## src/rtl/pa_pkg.sv

```systemverilog
package pa_pkg;

   typedef enum logic {
      PA_IDLE = 1'b0,
      PA_RUN  = 1'b1
   } pa_state_e;

   function automatic bit pa_is_pow2(input int v);
      return (v > 0) && ((v & (v - 1)) == 0);
   endfunction

endpackage

```

## src/rtl/pa_bit_store.sv

```systemverilog
module pa_bit_store #(
   parameter int WORDS = 16,
   parameter int B     = 4,
   localparam int AW   = $clog2(WORDS),
   localparam int W    = WORDS * B
) (
   input  logic          clk,
   input  logic          rst_n,
   input  logic          lock,
   input  logic          we,
   input  logic [AW-1:0] waddr,
   input  logic [B-1:0]  wdata,
   output logic [W-1:0]  q
);

   always_ff @(posedge clk or negedge rst_n) begin
      if (!rst_n) begin
         q <= '0;
      end else if (we && !lock) begin
         q[32'(waddr) * B +: B] <= wdata;
      end
   end

endmodule

```

## src/rtl/pa_len_calc.sv

```systemverilog
module pa_len_calc #(
   parameter int N     = 64,
   parameter int B     = 4,
   parameter int SF_W  = 16,
   localparam int LOGB = $clog2(B),
   localparam int RBW  = $clog2(N / B),
   localparam int PW   = SF_W + $clog2(N + 1)
) (
   input  logic [SF_W-1:0] sf,
   output logic [RBW-1:0]  nblk
);

   logic [PW-1:0] prod;
   logic [PW-1:0] m_raw;

   assign prod  = PW'(N) * PW'(sf);
   assign m_raw = prod >> SF_W;
   // floor to a whole number of B-row tiles
   assign nblk  = RBW'(m_raw >> LOGB);

endmodule

```

## src/rtl/pa_tile_mul.sv

```systemverilog
module pa_tile_mul #(
   parameter int B    = 4,
   localparam int WW  = 2 * B - 1
) (
   input  logic [WW-1:0] win,
   input  logic [B-1:0]  kb,
   output logic [B-1:0]  prod
);

   // tile element (r, c) sits on window diagonal r - c + B - 1
   for (genvar r = 0; r < B; r++) begin : g_row
      logic [B-1:0] terms;
      for (genvar c = 0; c < B; c++) begin : g_col
         assign terms[c] = win[r - c + B - 1] & kb[c];
      end
      assign prod[r] = ^terms;
   end

endmodule

```

## src/rtl/toeplitz_pa.sv

```systemverilog
module toeplitz_pa #(
   parameter int N     = 64,
   parameter int B     = 4,
   parameter int SF_W  = 16,
   localparam int NCB  = N / B,
   localparam int CBW  = $clog2(NCB),
   localparam int RBW  = $clog2(NCB),
   localparam int KAW  = $clog2(NCB),
   localparam int SAW  = $clog2(2 * NCB),
   localparam int SW   = $clog2(2 * N),
   localparam int WW   = 2 * B - 1
) (
   input  logic            clk,
   input  logic            rst_n,
   input  logic            key_we,
   input  logic [KAW-1:0]  key_waddr,
   input  logic [B-1:0]    key_wdata,
   input  logic            seed_we,
   input  logic [SAW-1:0]  seed_waddr,
   input  logic [B-1:0]    seed_wdata,
   input  logic            start,
   input  logic [SF_W-1:0] sfactor,
   output logic            busy,
   output logic            out_valid,
   output logic [B-1:0]    out_data,
   output logic            done,
   output logic            start_err
);
   import pa_pkg::*;

   if (!pa_is_pow2(B) || B < 2) begin : g_bad_tile
      $error("tile size B must be a power of two of at least 2");
   end
   if ((N % B) != 0 || NCB < 2 || !pa_is_pow2(NCB)) begin : g_bad_len
      $error("N must be a power-of-two multiple of B holding at least two tiles");
   end
   if (SF_W < 1 || SF_W > 24) begin : g_bad_sf
      $error("SF_W out of supported range");
   end

   pa_state_e         state;
   logic [RBW-1:0]    rb;
   logic [CBW-1:0]    cb;
   logic [RBW-1:0]    nrb_q;
   logic [RBW-1:0]    nrb_calc;
   logic [B-1:0]      acc;
   logic [B-1:0]      tile_prod;
   logic [B-1:0]      acc_next;
   logic [N-1:0]      key_q;
   logic [2*N-1:0]    seed_q;
   logic [SW-1:0]     win_lo;
   logic [WW-1:0]     win;
   logic [B-1:0]      kb;

   assign busy = (state == PA_RUN);

   pa_bit_store #(.WORDS(NCB), .B(B)) u_key (
      .clk   (clk),
      .rst_n (rst_n),
      .lock  (busy),
      .we    (key_we),
      .waddr (key_waddr),
      .wdata (key_wdata),
      .q     (key_q)
   );

   pa_bit_store #(.WORDS(2 * NCB), .B(B)) u_seed (
      .clk   (clk),
      .rst_n (rst_n),
      .lock  (busy),
      .we    (seed_we),
      .waddr (seed_waddr),
      .wdata (seed_wdata),
      .q     (seed_q)
   );

   pa_len_calc #(.N(N), .B(B), .SF_W(SF_W)) u_len (
      .sf   (sfactor),
      .nblk (nrb_calc)
   );

   // lowest seed index touched by tile (rb, cb): rb*B - cb*B + N - B
   assign win_lo = SW'(32'(rb) * B + (N - B) - 32'(cb) * B);
   assign win    = seed_q[32'(win_lo) +: WW];
   assign kb     = key_q[32'(cb) * B +: B];

   pa_tile_mul #(.B(B)) u_mul (
      .win  (win),
      .kb   (kb),
      .prod (tile_prod)
   );

   assign acc_next = acc ^ tile_prod;

   always_ff @(posedge clk or negedge rst_n) begin
      if (!rst_n) begin
         state     <= PA_IDLE;
         rb        <= '0;
         cb        <= '0;
         nrb_q     <= '0;
         acc       <= '0;
         out_valid <= 1'b0;
         out_data  <= '0;
         done      <= 1'b0;
         start_err <= 1'b0;
      end else begin
         out_valid <= 1'b0;
         done      <= 1'b0;
         start_err <= start && (state == PA_RUN);
         case (state)
            PA_IDLE: begin
               if (start) begin
                  if (nrb_calc == '0) begin
                     done <= 1'b1;
                  end else begin
                     nrb_q <= nrb_calc;
                     rb    <= '0;
                     cb    <= '0;
                     acc   <= '0;
                     state <= PA_RUN;
                  end
               end
            end
            PA_RUN: begin
               if (cb == CBW'(NCB - 1)) begin
                  out_valid <= 1'b1;
                  out_data  <= acc_next;
                  acc       <= '0;
                  cb        <= '0;
                  if (rb == RBW'(nrb_q - 1'b1)) begin
                     state <= PA_IDLE;
                     done  <= 1'b1;
                  end else begin
                     rb <= rb + 1'b1;
                  end
               end else begin
                  acc <= acc_next;
                  cb  <= cb + 1'b1;
               end
            end
            default: state <= PA_IDLE;
         endcase
      end
   end

endmodule

```

## config.mk

```make
export PLATFORM = sky130hd
export DESIGN_NAME = toeplitz_pa
export DESIGN_NICKNAME = d
export VERILOG_FILES = /design/src/rtl/pa_pkg.sv /design/src/rtl/pa_bit_store.sv /design/src/rtl/pa_len_calc.sv /design/src/rtl/pa_tile_mul.sv /design/src/rtl/toeplitz_pa.sv
export SDC_FILE = /design/constraint.sdc
export NUM_CORES = 1
export LEC_CHECK = 0
export BUFFER_PORTS_ARGS = -buffer_cell sky130_fd_sc_hd__buf_2
export CAP_MARGIN = 10
export CORE_MARGIN = 1
export CORE_UTILIZATION = 63
export CTS_CLUSTER_SIZE = 28
export DETAILED_ROUTE_END_ITERATION = 12
export PLACE_DENSITY_LB_ADDON = 0.12
export SLEW_MARGIN = 20
export SYNTH_ARGS = -nofsm -noshare
export SYNTH_HDL_FRONTEND = slang
export SYNTH_SLANG_ARGS = --single-unit
```

## constraint.sdc

```tcl
create_clock -name clk -period 4.9 [get_ports clk]
set_clock_uncertainty 0.15 [all_clocks]
set_input_delay 0.245 -clock clk [delete_from_list [all_inputs] [get_ports clk]]
set_output_delay 0.245 -clock clk [all_outputs]
set_load 0.03 [all_outputs]
```

==> run_results.csv <==
group,metric,value,unit
outcome,outcome,"complete, no violations",
worst_setup_path,slowest_stage,"xnor3_1",
hold_path,hold_depth,3,
sta,final_hold_viol_count,0,
sta,setup_viol_count_final,0,
global_routing,grt_pass1_vias,9225,
detailed_routing,num_vias,9288,
final_layout,synthToLayoutAreaGrowth,11.4,%
clock_tree,post_cts_buffers,0,
sta,setup_tns,0,ns
detailed_routing,ant_nets,0,
hold_path,holdCritStartpoint,"seed_wdata[2]",
synth,yosys.area.top_type,"dfrtp_1",
detailed_routing,vias_per_cell,6.51,
power_and_ir_drop,power.share.clock,18.9,%
power_and_ir_drop,cell_internal_pwr,5.72,mW
worst_setup_path,crit_path_start_kind,"register",
final_layout,nNetsFinal,1234,
synth,synth-main-ff-cell,"dfrtp_1",
global_routing,antenna_found_initial,0,
place,io_buffer_count,33,
detailed_routing,wl_per_cell,22.2,µm
floorplanning,rows,49,
synth,yosysSeqAreaShare,45.7,%
synth,synth_commonest_cells,"227 x nand2_1, 216 x dfrtp_1, 114 x o21ai_0",
sta,finalWorstSetupSlack,0.515,ns
floorplanning,die_y,139,µm
power_and_ir_drop,p_sw,3.88,mW
synth,netlist.area_leader.share,45.7,%
hold_path,hold_path_end,"u_seed.q[46]",
sta,timing.final.crit_share,89.5,%
global_routing,grt_usage,34.8,%
global_routing,overflow,0,
synth,syn_inst,1142,
synth,yosysWarnings,0,
run,drv_cap,0,
global_routing,grt_pass1_wl,51.4,mm
clock_tree,cts_tree,"built",
detailed_routing,drt_iter0_drc,1215,
detailed_routing,finalWirelength,31.7,mm
floorplanning,dieWidth,139,µm
clock_tree,cts.root.buffer_cell,"clkbuf_16",
sta,fmax,0.228,GHz
global_routing,grt_max_degree,121,
clock_tree,clk_pin_slew,0.06,ns
synth,synth_most_common_cell,"nand2_1",
synth,synth_area,11800,µm²
worst_setup_path,reg2reg_depth,15,
power_and_ir_drop,seqPwrFrac,20.6,%
sta,hold_ws,0.0299,ns
clock_tree,clock_latency,0.53,ns
synth,syn_nets,1196,
final_layout,instances_no_fill,1427,
floorplanning,io_pins,46,
sta,relSlewSlack,40.9,%
power_and_ir_drop,p_comb_share,60.5,%
detailed_routing,drc,0,
power_and_ir_drop,power_leakage,5.82,nW
synth,synth.distinct_cells,52,
final_layout,drive_above_1_share,19.4,%
power_and_ir_drop,powerDensity,729,nW/µm²
clock_tree,cts_buffers,24,
clock_tree,clock_path_buffers,3,
synth,synth_edf_count,0,
clock_tree,htree_levels,1,
power_and_ir_drop,vdd_drop_max,0.998,mV
power_and_ir_drop,power,9.60,mW
worst_setup_path,critPathKind,"reg2reg",
clock_tree,cts.sinks,216,
final_layout,num-fill-cells,1294,
place,dp_cells,1371,
sta,drv_slew,0,
synth,synth.avg_cell_area,10.3,µm²
worst_setup_path,max_stage_delay,0.52,ns
worst_setup_path,cp.required,5.19,ns
synth,ys_ff_latch,216,
worst_setup_path,regToRegEndpoint,"acc[2]",
power_and_ir_drop,p_sw_share,40.4,%
worst_setup_path,regToRegSetupSlack,0.51,ns
worst_setup_path,end_kind,"register",
place,globalplace.congestion,0.907,
sta,period_minus_slack,4.39,ns
place,place_ws,0.498,ns
place,hpwl,22.5,mm
floorplanning,start_util,65.1,%
final_layout,antenna_cells,0,
sta,tightest_slew,0.883,ns
worst_setup_path,crit_chain,"inv_1, ha_2, buf_4, inv_1, ha_1, o211ai_1, nand2_1, xor2_1, buf_4, nor2_1, a21boi_0, a21boi_0, a2111oi_0, xnor3_1, o21ai_0",
synth,synthArstFlopShare,100,%
sta,rsz0062_at_grt,"false",
synth,ys_top_cells_by_area,"dfrtp_1 46%, mux4_2 11%, mux2_2 8.1%",
hold_path,hp-class,"in2reg",
floorplanning,coreArea,18100,µm²
worst_setup_path,path_max_fanout,30,
worst_setup_path,worstPathArrival,4.68,ns
worst_setup_path,r2r-start,"rb[0]",
detailed_routing,firstDrtPassIters,7,
floorplanning,die-area,19300,µm²
state kept, by name, summed over array words and instances, names as in the netlist, 4 cells and up:
name      count
u_key.q      64
u_seed.q    128
rb            4
cb            4
nrb_q         4
out_data      4
acc           4
worst max path at each step:
stage                from           to  cells after the start
floorplan           rb[0]  out_data[3]                     16
global placement    rb[0]  out_data[2]                     15
detailed placement  rb[0]       acc[2]                     15
CTS                 rb[0]       acc[2]                     15
global route        rb[0]       acc[2]                     15
finish              rb[0]       acc[2]                     15
critical path: cells and delay by family, from the launching register on:
kind                     cells  cell delay [ns]
AND/OR/NAND/NOR              2             0.18
buffers and inverters        4             1.15
adder cells (fa/ha/maj)      2             0.67
AO/OA/AOI/OAI                5             1.08
flip-flops                   1             0.40
XOR/XNOR                     2             0.67
per-stage QoR:
step | area, µm² | util [%]
floorplan | 11800 | -
global placement | 12200 | 67.5
detailed placement | 12200 | 67.5
CTS | 13200 | 72.5
global route | 13200 | 72.5
finish | 13200 | 72.5
power groups by stage:
stage          logic (mW)  registers [mW]  clock network, mW
6_report             5.80            1.98               1.82
3_5_place_dp         5.71            2.01                  0
2_1_floorplan        4.36            2.03                  0
3_3_place_gp         5.66            2.01                  0
4_1_cts              5.75            1.98               1.83
5_1_grt              6.23            1.99               1.91
layer usage:
metal	up-vias	GRT usage [%]	share of wire (%)
li1	4143	-	-
met1	4611	50.9	42
met2	466	51.5	44
met3	68	8.46	11
met4	0	11.1	2.6
met5	-	0	0
final cells by class:
| class | count | area [µm²] | share of cell area (%) |
|---|---|---|---|
| timing repair buffer | 61 | 453 | 3.44 |
| clock inverter | 9 | 110 | 0.836 |
| tap | 229 | 287 | 2.18 |
| multi-input combinational | 831 | 6040 | 45.9 |
| sequential | 216 | 5410 | 41.1 |
| clock buffer | 35 | 692 | 5.26 |
| inverter | 46 | 173 | 1.31 |
timing repair:
item,4_1_cts,5_1_grt
hold buffers,12,0
gates resized for setup,0,0
endpoints found under the hold margin,138,0
logic make-up after synthesis:
group / after synthesis / synth area share (%)
AO/OA/AOI/OAI: 195 / 9.76
flip-flops: 216 / 45.7
XOR/XNOR: 29 / 2.68
buffers and inverters: 95 / 3.26
multiplexers: 171 / 21.3
adder cells (fa/ha/maj): 16 / 1.76
AND/OR/NAND/NOR: 420 / 15.5
placed cells by master (no fill, tap or decap), drive strengths merged, types with 3 or more instances in the layout:
master,Yosys,routed
xor2,7,7
and3,3,3
and2,20,20
nor2b,13,13
a21o,4,4
buf,18,49
clkinv,0,7
dlygate4sd3,0,12
nand2b,10,10
xnor3,4,4
dfrtp,216,216
mux2,85,85
inv,46,46
mux2i,30,30
or3,3,3
nand3,40,40
a211oi,5,5
a2111oi,5,5
ha,15,15
xnor2,18,18
nand2,227,227
nor2,67,67
mux4,56,56
a221oi,8,8
nor4,4,4
a21oi,15,15
o31ai,24,24
o21ai,118,118
clkbuf,31,35
nor3,18,18
nand4,9,9
No activity file was read; power rests on OpenSTA's default activity.
